## src/rtl/pfd_pkg.sv

```systemverilog
package pfd_pkg;
  typedef struct packed {
    logic up;
    logic dn;
  } pfd_flags_t;
endpackage

```

## src/rtl/pfd_edge.sv

```systemverilog
module pfd_edge (
  input  logic clk_i,
  input  logic rst_ni,
  input  logic sig_i,
  output logic rise_o
);
  logic prev_q;

  always_ff @(posedge clk_i or negedge rst_ni) begin
    if (!rst_ni) prev_q <= 1'b0;
    else         prev_q <= sig_i;
  end

  assign rise_o = sig_i & ~prev_q;
endmodule

```

## src/rtl/pfd_core.sv

```systemverilog
module pfd_core
  import pfd_pkg::*;
#(
  parameter int unsigned MIN_OVL = 2
) (
  input  logic       clk_i,
  input  logic       rst_ni,
  input  logic       ref_rise_i,
  input  logic       fb_rise_i,
  input  logic       hold_i,
  output pfd_flags_t flags_o,
  output logic       cmp_done_o
);
  localparam int unsigned OVL_W = (MIN_OVL < 2) ? 1 : $clog2(MIN_OVL);
  localparam logic [OVL_W-1:0] OVL_LAST = OVL_W'(MIN_OVL - 1);

  logic             up_q, dn_q;
  logic [OVL_W-1:0] ovl_q;
  logic             both, clr;

  assign both = up_q & dn_q;
  assign clr  = both && (ovl_q == OVL_LAST);

  always_ff @(posedge clk_i or negedge rst_ni) begin
    if (!rst_ni) begin
      up_q  <= 1'b0;
      dn_q  <= 1'b0;
      ovl_q <= '0;
    end else if (hold_i) begin
      up_q  <= 1'b0;
      dn_q  <= 1'b0;
      ovl_q <= '0;
    end else begin
      // a new edge in the clearing cycle starts the next comparison
      up_q  <= clr ? ref_rise_i : (up_q | ref_rise_i);
      dn_q  <= clr ? fb_rise_i  : (dn_q | fb_rise_i);
      ovl_q <= (both && !clr) ? ovl_q + 1'b1 : '0;
    end
  end

  assign flags_o.up = up_q;
  assign flags_o.dn = dn_q;
  assign cmp_done_o = clr;

  // a lone pending flag is never dropped while running
  p_up_held_r4: assert property (@(posedge clk_i) disable iff (!rst_ni)
    (up_q && !dn_q && !hold_i) |=> up_q);
  p_dn_held_r4: assert property (@(posedge clk_i) disable iff (!rst_ni)
    (dn_q && !up_q && !hold_i) |=> dn_q);

  generate
    if (MIN_OVL > 1) begin : g_ovl_chk
      // overlap lasts more than one cycle
      p_min_overlap_r5: assert property (@(posedge clk_i) disable iff (!rst_ni || hold_i)
        (both && !$past(both)) |=> (up_q && dn_q));
    end
  endgenerate

  // power save empties the detector
  p_hold_clears_r7: assert property (@(posedge clk_i) disable iff (!rst_ni)
    hold_i |=> (!up_q && !dn_q));
endmodule

```

## src/rtl/pfd_lock.sv

```systemverilog
module pfd_lock
  import pfd_pkg::*;
#(
  parameter int unsigned LOCK_THR = 2,
  parameter int unsigned LOCK_CNT = 4
) (
  input  logic       clk_i,
  input  logic       rst_ni,
  input  pfd_flags_t flags_i,
  input  logic       cmp_done_i,
  input  logic       hold_i,
  output logic       lock_o
);
  localparam int unsigned WID_W = $clog2(LOCK_THR + 2);
  localparam int unsigned GD_W  = $clog2(LOCK_CNT + 1);
  localparam logic [WID_W-1:0] WID_MAX = WID_W'(LOCK_THR + 1);
  localparam logic [WID_W-1:0] THR     = WID_W'(LOCK_THR);
  localparam logic [GD_W-1:0]  GD_LAST = GD_W'(LOCK_CNT - 1);

  logic [WID_W-1:0] wid_q;
  logic [GD_W-1:0]  good_q;
  logic             bad_q, lock_q;
  logic             single, over;

  assign single = flags_i.up ^ flags_i.dn;
  assign over   = single && (wid_q >= THR);

  always_ff @(posedge clk_i or negedge rst_ni) begin
    if (!rst_ni) begin
      wid_q  <= '0;
      good_q <= '0;
      bad_q  <= 1'b0;
      lock_q <= 1'b0;
    end else if (hold_i) begin
      wid_q  <= '0;
      good_q <= '0;
      bad_q  <= 1'b0;
      lock_q <= 1'b0;
    end else if (cmp_done_i) begin
      wid_q <= '0;
      bad_q <= 1'b0;
      if (!bad_q) begin
        if (good_q >= GD_LAST) begin
          good_q <= GD_W'(LOCK_CNT);
          lock_q <= 1'b1;
        end else begin
          good_q <= good_q + 1'b1;
        end
      end
    end else begin
      if (single && wid_q != WID_MAX) wid_q <= wid_q + 1'b1;
      if (over) begin
        bad_q  <= 1'b1;
        good_q <= '0;
        lock_q <= 1'b0;
      end
    end
  end

  assign lock_o = lock_q;

  // lock only rises when a comparison completes
  p_lock_at_done_r9: assert property (@(posedge clk_i) disable iff (!rst_ni)
    $rose(lock_q) |-> $past(cmp_done_i));
  // an over-long one-sided pulse drops lock next cycle
  p_over_unlocks_r10: assert property (@(posedge clk_i) disable iff (!rst_ni)
    (over && !hold_i) |=> !lock_q);
endmodule

```

## src/rtl/pfd_ctrl.sv

```systemverilog
module pfd_ctrl
  import pfd_pkg::*;
#(
  parameter int unsigned MIN_OVL  = 2,
  parameter int unsigned LOCK_THR = 2,
  parameter int unsigned LOCK_CNT = 4
) (
  input  logic clk_i,
  input  logic rst_ni,
  input  logic ref_i,
  input  logic fb_i,
  input  logic polarity_i,
  input  logic cur_sel_i,
  input  logic force_z_i,
  input  logic pwr_save_i,
  output logic pump_up_o,
  output logic pump_dn_o,
  output logic hiz_o,
  output logic cur_x4_o,
  output logic lock_o
);
  logic       ref_rise, fb_rise, cmp_done, drive_en;
  pfd_flags_t flags;

  pfd_edge i_ref_edge (
    .clk_i (clk_i), .rst_ni (rst_ni), .sig_i (ref_i), .rise_o (ref_rise)
  );
  pfd_edge i_fb_edge (
    .clk_i (clk_i), .rst_ni (rst_ni), .sig_i (fb_i), .rise_o (fb_rise)
  );

  pfd_core #(.MIN_OVL(MIN_OVL)) i_core (
    .clk_i      (clk_i),
    .rst_ni     (rst_ni),
    .ref_rise_i (ref_rise),
    .fb_rise_i  (fb_rise),
    .hold_i     (pwr_save_i),
    .flags_o    (flags),
    .cmp_done_o (cmp_done)
  );

  pfd_lock #(.LOCK_THR(LOCK_THR), .LOCK_CNT(LOCK_CNT)) i_lock (
    .clk_i      (clk_i),
    .rst_ni     (rst_ni),
    .flags_i    (flags),
    .cmp_done_i (cmp_done),
    .hold_i     (pwr_save_i),
    .lock_o     (lock_o)
  );

  assign drive_en  = ~(force_z_i | pwr_save_i);
  assign pump_up_o = drive_en & (polarity_i ? flags.up : flags.dn);
  assign pump_dn_o = drive_en & (polarity_i ? flags.dn : flags.up);
  assign hiz_o     = ~drive_en | ~(flags.up | flags.dn);
  assign cur_x4_o  = cur_sel_i;

  // tri-state excludes any pump drive
  p_hiz_no_pump_r11: assert property (@(posedge clk_i) disable iff (!rst_ni)
    hiz_o |-> (!pump_up_o && !pump_dn_o));
  // forced tri-state wins
  p_force_z_r6: assert property (@(posedge clk_i) disable iff (!rst_ni)
    force_z_i |-> (hiz_o && !pump_up_o && !pump_dn_o));
  // power save keeps lock low
  p_pwr_no_lock_r7: assert property (@(posedge clk_i) disable iff (!rst_ni)
    pwr_save_i |=> !lock_o);
endmodule

```

## config.mk

```make
export PLATFORM = sky130hd
export DESIGN_NAME = pfd_ctrl
export DESIGN_NICKNAME = d
export VERILOG_FILES = /design/src/rtl/pfd_pkg.sv /design/src/rtl/pfd_edge.sv /design/src/rtl/pfd_core.sv /design/src/rtl/pfd_lock.sv /design/src/rtl/pfd_ctrl.sv
export SDC_FILE = /design/constraint.sdc
export NUM_CORES = 1
export LEC_CHECK = 0
export BUFFER_PORTS_ARGS = -buffer_cell sky130_fd_sc_hd__buf_2
export CORE_ASPECT_RATIO = 1.25
export CORE_UTILIZATION = 30
export CTS_CLUSTER_DIAMETER = 120
export DETAILED_ROUTE_END_ITERATION = 8
export GPL_TIMING_DRIVEN = 0
export RECOVER_POWER = 25
export SLEW_MARGIN = 40
export SYNTH_ARGS = -nofsm -noshare
export SYNTH_HDL_FRONTEND = slang
export SYNTH_HIERARCHICAL = 1
export SYNTH_SLANG_ARGS = --single-unit
```

## constraint.sdc

```tcl
create_clock -name clk_i -period 3.4 [get_ports clk_i]
set_clock_uncertainty 0.15 [all_clocks]
set_input_delay 0.34 -clock clk_i [delete_from_list [all_inputs] [get_ports clk_i]]
set_output_delay 0.34 -clock clk_i [all_outputs]
set_load 0.02 [all_outputs]
```

==> results, run 1 <==
- The flow ran to the end, and the final reports show no timing, DRC or antenna violations.
- The die is 55.16 um tall.
- In the routed layout, each cell is associated on average with a via count of 4.618.
- At the end of the flow, the number of nets in the layout was 93.
- The maximum buffer depth of the clock tree is 2.
- The count of pins over their slew limit is 0.
- The setup slack at placement is 1.648 ns.
- Setup repair after global routing left no endpoint under its margin.
- The mean instance size in the synthesized netlist is 10.60 um2.
- The library cells used most frequently in the layout, excluding fill and tap cells, are 12 x sky130_fd_sc_hd__dfrtp_1, 9 x sky130_fd_sc_hd__buf_2, 6 x sky130_fd_sc_hd__nor2_1.
- The most numerous cell on the critical path is sky130_fd_sc_hd__ha_1.
- The area of the mapped netlist is 678.2 um2.
- The final critical-path required period is 1.771 ns.
- The global-route wire length before repair is 2028 um.
- The synthesized netlist net count is 76.
- Synthesis handed over a netlist of 64 instances.
- The element type at the critical path start is a flop.
- The setup slack of the most critical reg-to-reg path is 1.63 ns.
- The nature of the critical path endpoint is a flop.
- Across the VDD grid, the largest voltage drop is 0.1808 mV.
- Entering global routing, the biggest net connects 13 pins.
- The worst slew margin relative to its limit is 55.51%.
- The initial antenna violation count was 0.
- The sum of net half-perimeters after detailed placement is 855.5 um.
- The detail route stage leaves a number of antenna-violating nets equal to 0.
- The total overflow left after global routing is 0.
- The number of levels the H-tree was split into is 1.
- The number of cells upsized or downsized after cts is 0.
- The worst setup path is of the reg -> reg kind.
- For the final routed database, the setup TNS stands at 0 ns.
- Pin placement for this block handled 13 I/O pins.
- The area added between synthesis and finish is 20.11%.
- The die area is 2456 um2.
- The number of hold buffers added after CTS was 1.
- The path category of the worst min-delay check is in -> reg.
- The number of setup buffers added after CTS is 0.
- The count of buffering cells on the critical path with inverters included is 0.
- The most common cell after layout, fill and taps aside is sky130_fd_sc_hd__dfrtp_1.
- In this run the power density over the cells is 376.6 nW/um2.
- Counting the buffers created by CTS gives 3.
- The clock drives 12 sinks.
- The number of global-route vias before repair is 477.
- Clock-pin slew was measured on the worst setup and hold paths at 0.07 ns.
- The count of vias placed by the detailed router is 508.
- Summed over all cells, the static leakage comes to 0.3709 nW.
- The filler cells instantiated in the layout total 214.
- The initial core utilization is 33.09%.
- The delay contributed by the slowest stage of the critical path is 0.42 ns.
- The number of failing setup endpoints in the final timing report is 0.
- The total area of sequential cells is 300.3 um2.
- Power comes to 0.3068 mW.
- The number of antenna diodes in the final layout is 0.
- In the routed design, unresolved DRC markers number 0.
- Once placement finished, the instance area stood at 770.7 um2.
- The first routing iteration left 3 violations.
- Global routing used 11.87% of the available tracks.
- The final worst slack is 1.629 ns.
- The tree is rooted in a sky130_fd_sc_hd__clkbuf_4.
- Along the worst path, the maximum fanout reaches 5.
- Walking the worst path, the cells encountered are ha_1 -> ha_1 -> a211o_1 -> or3_1 -> a21oi_1.
- The fraction of final layout cells sized beyond drive strength 1 is 27.50%.
- The final design instance area without fill is 814.5 um2.
- Measured along the x axis, the die boundary spans 44.53 um.
- The number of iterations in the first detailed-routing pass is 4.
- TritonCTS built the clock tree.
- Wires add up to 1155 um.
- The count of different cell masters after synthesis is 26.
- For the worst-skew pair, the clock arrives at the later sink with an insertion delay of 0.26 ns.
- Across the run, the number of max-cap violations was 0.
- The final estimated routing congestion in global placement is 0.6977.
- Yosys printed 6 warnings.
- In the final routed layout, each cell accounts on average for 10.50 um.
- The number of buffers inserted by port buffering is 11.
- The transition time at the pin with the least slew margin is 0.6673 ns.
- The final cycle utilization of the critical path is 52.08%.
- For this design, the slowest cell found on the critical path is sky130_fd_sc_hd__dfrtp_1.
- Based on the critical path, the design can be clocked at up to 564.7 MHz.
- For the worst setup path, the data required time is 3.44 ns.
- The number of rows created at floorplan is 18.
- The number of flip-flops and latches in the synthesized netlist is 12.
- Grouping stages by cell kind, the critical path spends the most delay in compound AO/OA/AOI/OAI gates.
- The final hold violation count is 0.
- Summing the sequential cell areas from Yosys gives 44.28% of the chip area.
- The critical path arrival is 1.81 ns.
- The core box area is 2049 um2.
- The area taken by multi-input logic gates is 340.3 um2.
[flip-flops by register name, summed over array words and instances (netlist names)]
register / count
i_lock/lock_o: 1
i_ref_edge/prev_q: 1
i_lock/wid_q: 2
i_lock/good_q: 3
i_core/up_q: 1
i_lock/bad_q: 1
i_fb_edge/prev_q: 1
i_core/ovl_q: 1
i_core/dn_q: 1
[logic make-up after synthesis]
kind of cell | count (synthesis) | synth area share (%)
compound gates | 19 | 19.74
simple gates | 19 | 17.71
flops | 12 | 44.28
buf+inv | 7 | 5.534
fa+ha+maj | 4 | 7.380
mux | 2 | 2.952
xor+xnor | 1 | 2.399
[synth_stat cells]
library cell	instances	area [um2]
sky130_fd_sc_hd__o311ai_1	1	8.760
sky130_fd_sc_hd__o21a_1	1	7.510
sky130_fd_sc_hd__a21oi_1	4	20.02
sky130_fd_sc_hd__dfrtp_1	12	300.3
sky130_fd_sc_hd__and3_2	1	7.510
sky130_fd_sc_hd__buf_4	3	22.52
sky130_fd_sc_hd__nand2_1	1	3.750
sky130_fd_sc_hd__a211o_1	1	8.760
sky130_fd_sc_hd__a211oi_1	1	7.510
sky130_fd_sc_hd__a21boi_1	2	15.01
sky130_fd_sc_hd__nor2b_4	2	27.53
sky130_fd_sc_hd__o311ai_0	2	17.52
sky130_fd_sc_hd__o21ai_0	3	15.01
sky130_fd_sc_hd__nand2b_2	1	8.760
sky130_fd_sc_hd__nor2_1	6	22.52
sky130_fd_sc_hd__mux2i_1	2	20.02
sky130_fd_sc_hd__nand3b_1	1	7.510
sky130_fd_sc_hd__xnor2_2	1	16.27
sky130_fd_sc_hd__inv_1	4	15.01
sky130_fd_sc_hd__nand4b_1	1	8.760
sky130_fd_sc_hd__o31ai_1	1	7.510
sky130_fd_sc_hd__a21o_2	1	8.760
sky130_fd_sc_hd__nor3_1	3	15.01
sky130_fd_sc_hd__ha_1	4	50.05
sky130_fd_sc_hd__a311oi_1	2	17.52
sky130_fd_sc_hd__or3_1	3	18.77
[area by class of cell]
cell class / count / area share [%]
inverter: 4 / 1.843
multi-input combinational: 45 / 41.78
timing repair buffer: 12 / 7.680
buffer: 3 / 2.765
sequential: 12 / 36.87
tap: 30 / 4.608
clock buffer: 4 / 4.455
[power breakdown]
part / internal [mW] / leakage (nW) / switching (mW)
registers: 0.149 / 0.160 / 0.00626
clock network: 0.0649 / 0.0210 / 0.0435
logic: 0.0193 / 0.190 / 0.0239
total: 0.233 / 0.371 / 0.0737
[worst paths after layout]
kind                                        from  cells after the start                to
max in group asynchronous                 rst_ni                      2       i_core/up_q
min in group asynchronous                 rst_ni                      2   i_lock/wid_q[0]
worst min register to register      i_core/ovl_q                      1      i_core/ovl_q
worst max register to register  i_lock/good_q[0]                      5  i_lock/good_q[0]
worst min-delay path                        fb_i                      1  i_fb_edge/prev_q
worst max-delay path            i_lock/good_q[0]                      5  i_lock/good_q[0]
[metrics by stage]
stage,utilization [%],hold slack [ns],std cells
after floorplan,-,-0.1056,64
after global placement,37.61,0.08197,105
after detailed placement,37.61,0.08638,105
after CTS,39.87,0.03578,110
after global routing,39.74,0.02777,110
final,39.74,0.04779,110
[layer usage]
metal | up-vias | track usage [%] | share of wire (%)
met1 | 231 | 15.35 | 48
met2 | 9 | 17.65 | 48
li1 | 266 | - | -
met5 | - | 0 | 0
met4 | 0 | 9.091 | 1.5
met3 | 2 | 1.948 | 2.7
[worst reg2reg max path, cell delays in order, from the launching register on]
cell and delay (ns):
sky130_fd_sc_hd__dfrtp_1 0.42, sky130_fd_sc_hd__ha_1 0.21, sky130_fd_sc_hd__ha_1 0.19, sky130_fd_sc_hd__a211o_1 0.29, sky130_fd_sc_hd__or3_1 0.31, sky130_fd_sc_hd__a21oi_1 0.14
Power figures use the tool's default switching activity.
==> inputs of run 2 (changes only) <==
--- a/config.mk
+++ b/config.mk
@@ -5,6 +5,7 @@
 export SDC_FILE = /design/constraint.sdc
 export NUM_CORES = 1
 export LEC_CHECK = 0
+export ABC_AREA = 1
 export BUFFER_PORTS_ARGS = -buffer_cell sky130_fd_sc_hd__buf_2
 export CORE_ASPECT_RATIO = 1.25
 export CORE_UTILIZATION = 30
==> constraint.sdc (replaced) <==
create_clock -name clk_i -period 1.48 [get_ports clk_i]
set_clock_uncertainty 0.15 [all_clocks]
set_input_delay 0.148 -clock clk_i [delete_from_list [all_inputs] [get_ports clk_i]]
set_output_delay 0.148 -clock clk_i [all_outputs]
set_load 0.02 [all_outputs]
==> run 2 against run 1 <==
First-iteration DRC count rose to 8.7 times the previous value. Critical endpoint is now i_lock/lock_o. Clock power rose by 140%. Register-to-register slack got worse by 1.6 ns. Sequential share of layout area fell by 6.1 points. Area after synthesis rose by 7.2%. Final cell count rose by 39%. Die area rose by 6.9%. Largest cell class unchanged. Global-route usage fell by 0.061 points. Total power rose to 2.6 times the previous value. Highest routed layer unchanged.
==> results, run 2 <==
- The clock tree from TritonCTS is yes (unchanged).
- The routed wire length per instance is 9.065 um (was 10.50 um).
- The cell at the root of the clock tree is sky130_fd_sc_hd__clkbuf_4 (unchanged).
- The post-synthesis cell type with the largest combined area is sky130_fd_sc_hd__dfrtp_1 (unchanged).
- The area of the mapped netlist came to 726.9 um2 (was 678.2 um2).
- The leakage component of the power was 0.5049 nW (was 0.3709 nW).
- The path category of the worst min-delay check is in -> reg (unchanged).
- The mux cell area share after synthesis was 0% (was 2.952%).
- The critical path arrival is 1.49 ns (was 1.81 ns).
- The dominant combinational cell family by area after synthesis is simple AND/OR/NAND/NOR gates (was compound AO/OA/AOI/OAI gates).
- The number of clock buffers inserted by TritonCTS was 3 (unchanged).
- The top register by number of flip-flops is i_lock/good_q (unchanged).
- The start point of the worst min-delay path is pwr_save_i (was fb_i).
- The number of DRC markers in iteration 0 came to 26 (was 3).
- The synthesis warning total was 6 (unchanged).
- The mean instance size in the synthesized netlist is 7.343 um2 (was 10.60 um2).
- The synthesized netlist net count came to 111 (was 76).
- The initial core utilization is 32.53% (was 33.09%).
- The share of the synthesized area in the top cell type came to 41.31% (was 44.28%).
- The final hold violation count is 0 (unchanged).
- The switching share of power is 27.92% (was 24.01%).
- The post-synthesis simple-gate area fraction came to 34.25% (was 17.71%).
- The number of ports placed on the die boundary came to 13 (unchanged).
- The number of rows created at floorplan is 19 (was 18).
- The total clock sinks is 12 (unchanged).
- The die boundary height was 57.04 um (was 55.16 um).
- The number of flip-flops and latches in the synthesized netlist is 12 (unchanged).
- The sequential fraction of design power came to 46.4% (was 50.6%).
- The number of buffers inserted by port buffering is 11 (unchanged).
- The clock input transition at the sequential cells of the worst setup and hold paths is 0.08 ns (was 0.07 ns).
- The sum of net half-perimeters after detailed placement is 949.6 um (was 855.5 um).
- The fraction of final layout cells sized beyond drive strength 1 is 31.97% (was 27.50%).
- The internal power component is 0.5679 mW (was 0.2331 mW).
- The nature of the critical path endpoint is a flop (unchanged).
- The synthesized instance count is 99 (was 64).
- The count of pins over their slew limit was 0 (unchanged).
- The number of synthesized flops with an enable pin is 0 (unchanged).
- The net switching power of the design was 0.2200 mW (was 0.07366 mW).
- The relative contribution of combinational cells to total power is 20.4% (was 14.1%).
- The number of failing setup endpoints in the final timing report came to 0 (unchanged).
- The beginning of the critical path is i_lock/good_q[0] (unchanged).
- The count of filler cells inserted in the layout was 235 (was 214).
- The most common cell after layout, fill and taps aside is sky130_fd_sc_hd__nand2_1 (was sky130_fd_sc_hd__dfrtp_1).
- The number of iterations in the first detailed-routing pass is 4 (unchanged).
- The global-route wire length before repair is 2270 um (was 2028 um).
- The setup slack at placement is -0.04054 ns (was 1.648 ns).
- The total global routing track utilization is 11.81% (was 11.87%).
- The count of vias placed by the detailed router is 638 (was 508).
- The largest net degree at the start of global routing was 13 (unchanged).
- The total power consumption of the routed design came to 0.7879 mW (was 0.3068 mW).
- The launching point of the worst reg2reg path is i_lock/good_q[0] (unchanged).
- The final routed DRC violation total is 0 (unchanged).
- The largest voltage drop on the vdd net is 0.3765 mV (was 0.1808 mV).
- The cell with the most instances after synthesis is sky130_fd_sc_hd__nand2_1 (was sky130_fd_sc_hd__dfrtp_1).
- The initial antenna violation count is 0 (unchanged).
- The upper clock frequency limit is 678.8 MHz (was 564.7 MHz).
- Status: completed (unchanged).
- The peak fanout along the critical path is 3 (was 5).
- The detailed-route wire length is 1387 um (was 1155 um).
- Top post-synthesis cells by count: 23 x sky130_fd_sc_hd__nand2_1, 17 x sky130_fd_sc_hd__inv_1, 13 x sky130_fd_sc_hd__nor2_1 (was 12 x sky130_fd_sc_hd__dfrtp_1, 6 x sky130_fd_sc_hd__nor2_1, 4 x sky130_fd_sc_hd__a21oi_1, 4 x sky130_fd_sc_hd__ha_1, 4 x sky130_fd_sc_hd__inv_1).
- The final estimated routing congestion in global placement is 0.7018 (was 0.6977).
- The count of different cell masters after synthesis is 17 (was 26).
- The element type at the critical path start is a flop (unchanged).
- The final layout net count is 135 (was 93).
- The sequential fraction of the synthesis area came to 41.31% (was 44.28%).
- The max-capacitance violation count is 0 (unchanged).
- The part of the power in the clock network came to 33.3% (was 35.3%).
- The latest clock arrival within the worst-skew pair is 0.27 ns (was 0.26 ns).
- The core box area came to 2235 um2 (was 2049 um2).
- The via count normalized by instance count is 4.170 (was 4.618).
- The maximum buffer depth of the clock tree was 2 (unchanged).
- Most area-consuming cells after synthesis: sky130_fd_sc_hd__dfrtp_1 41%, sky130_fd_sc_hd__nand2_1 12%, sky130_fd_sc_hd__inv_1 8.8%, sky130_fd_sc_hd__ha_1 6.9%, sky130_fd_sc_hd__nor2_1 6.7% (was sky130_fd_sc_hd__dfrtp_1 44%, sky130_fd_sc_hd__ha_1 7.4%, sky130_fd_sc_hd__nor2b_4 4.1%, sky130_fd_sc_hd__buf_4 3.3%, sky130_fd_sc_hd__nor2_1 3.3%).
- The areal power density over the cells is 806.3 nW/um2 (was 376.6 nW/um2).
- The transition time at the pin with the least slew margin is 0.6578 ns (was 0.6673 ns).
- Commonest cells after routing, fill and taps aside: 21 x sky130_fd_sc_hd__nand2_1, 16 x sky130_fd_sc_hd__inv_1, 12 x sky130_fd_sc_hd__dfrtp_1, 11 x sky130_fd_sc_hd__nor2_1, 8 x sky130_fd_sc_hd__buf_4 (was 12 x sky130_fd_sc_hd__dfrtp_1, 9 x sky130_fd_sc_hd__buf_2, 6 x sky130_fd_sc_hd__nor2_1).
- The arithmetic-cell share of the synthesized area counting full adders, half adders and majority gates is 6.885% (was 7.380%).
- The worst slew margin relative to its limit is 56.15% (was 55.51%).
- Setup repair after global routing missed its margin: yes (was no).
- The area added between synthesis and finish is 34.42% (was 20.11%).
- The flip-flop count of the largest register after layout is 3 (unchanged).
- The number of nets with antenna violations after routing came to 0 (unchanged).
- Registers with the most flip-flops: i_lock/good_q: 3 flops, i_lock/wid_q: 2 flops (unchanged).
- The total global routing overflow was 0 (unchanged).
- The most used flip-flop cell after synthesis is sky130_fd_sc_hd__dfrtp_1 (unchanged).
- The final cycle utilization of the critical path is 99.54% (was 52.08%).
- The number of global-route vias before repair is 574 (was 477).
- The number of levels the H-tree was split into is 1 (unchanged).
- The worst path required time is 1.50 ns (was 3.44 ns).
- The type of the setup path with the least slack was reg -> reg (unchanged).
- The synthesized-area fraction occupied by xor and xnor cells is 0% (was 2.399%).
- The final worst slack was 0.006881 ns (was 1.629 ns).
- The setup TNS is 0 ns (unchanged).
- The die extent in x is 46.03 um (was 44.53 um).
- The antenna diode instance count is 0 (unchanged).
- The area fraction in compound gates after synthesis came to 5.164% (was 19.74%).
- The die area is 2625 um2 (was 2456 um2).
- The proportion of register bits with asynchronous set or reset after synthesis is 100.0% (unchanged).
- The final critical-path required period is 1.473 ns (was 1.771 ns).
-- run 2: changes by cell type in the layout (fill, tap and decap cells not counted), moves of 3 or more --
cell / previous run / this run
sky130_fd_sc_hd__nor2_1: 6 / 11
sky130_fd_sc_hd__nand2_2: 0 / 5
sky130_fd_sc_hd__buf_4: 3 / 8
sky130_fd_sc_hd__nor2_2: 0 / 5
sky130_fd_sc_hd__nand3_1: 0 / 5
sky130_fd_sc_hd__or3_1: 3 / 0
sky130_fd_sc_hd__inv_1: 4 / 16
sky130_fd_sc_hd__nand2_1: 1 / 21
sky130_fd_sc_hd__nor2_4: 0 / 3
-- run 2: repair_timing --
item | CTS | global route
setup endpoints to repair | 6 | 6
pin swaps | 0 | 7
endpoints found under the hold margin | 14 | 0
resized for setup | 5 | 12
hold buffers | 3 | 0
gates cloned | 0 | 0
setup buffers | 2 | 3
-- run 2: kinds of logic (layout without fill, tap and decap cells) --
group | after synthesis | after routing
DFF | 12 | 12
buffers and inverters | 21 | 44
AOI/OAI and AO/OA | 7 | 7
and+or+nand+nor | 55 | 55
adders and majority gates | 4 | 4
-- run 2: metal layers --
metal	up-vias	track usage, %	routed length (um)
li1	344	-	-
met1	288	15.32	644
met2	4	18.31	707
met3	2	1.899	22
met4	0	6.303	12
met5	-	0	0
-- run 2: worst max-delay path: stages (launching register included) --
cell and delay [ns]:
sky130_fd_sc_hd__dfrtp_1 0.40, sky130_fd_sc_hd__ha_2 0.21, sky130_fd_sc_hd__ha_4 0.16, sky130_fd_sc_hd__nor2_4 0.12, sky130_fd_sc_hd__nand2_1 0.06, sky130_fd_sc_hd__nor2_1 0.10
sky130_fd_sc_hd__nor2_1 0.06, sky130_fd_sc_hd__nand3_1 0.07, sky130_fd_sc_hd__nand2_1 0.05
-- run 2: final timing paths --
check	cells past startpoint	slack [ns]	endpoint
hold / removal	2	0.009	i_core/dn_q
max in group asynchronous	2	0.50	i_lock/good_q[1]
setup / recovery	8	0.007	i_lock/lock_o
setup reg to reg	8	0.007	i_lock/lock_o
min in group asynchronous	2	0.27	i_lock/wid_q[0]
hold reg to reg	2	0.32	i_lock/lock_o
-- run 2: layout make-up --
type	count	area [um2]	share of cell area, %
repair buffers	19	128.9	13.19
well taps	31	38.79	3.969
inverters	18	70.07	7.170
clock buffers	4	36.28	3.713
multi-input cells	66	376.6	38.54
flip-flops and latches	12	300.3	30.73
plain buffers	3	26.28	2.689
-- run 2: per-stage QoR --
| step | std cells | cell area, um2 | hold slack (ns) | utilization (%) |
|---|---|---|---|---|
| global placement | 141 | 820.8 | -0.1088 | 36.73 |
| floorplan | 99 | 726.9 | -0.2976 | - |
| global route | 153 | 977.2 | 0.02036 | 43.73 |
| detailed placement | 141 | 820.8 | -0.1099 | 36.73 |
| finish | 153 | 977.2 | 0.009162 | 43.73 |
| CTS | 150 | 913.4 | 0.01232 | 40.87 |
-- run 2: power groups by stage --
stage	logic (mW)	registers [mW]	clock network (mW)
floorplan	0.0954	0.369	0
global placement	0.130	0.372	0
detailed placement	0.134	0.373	0
CTS	0.146	0.367	0.271
global route	0.180	0.367	0.279
finish	0.160	0.365	0.262
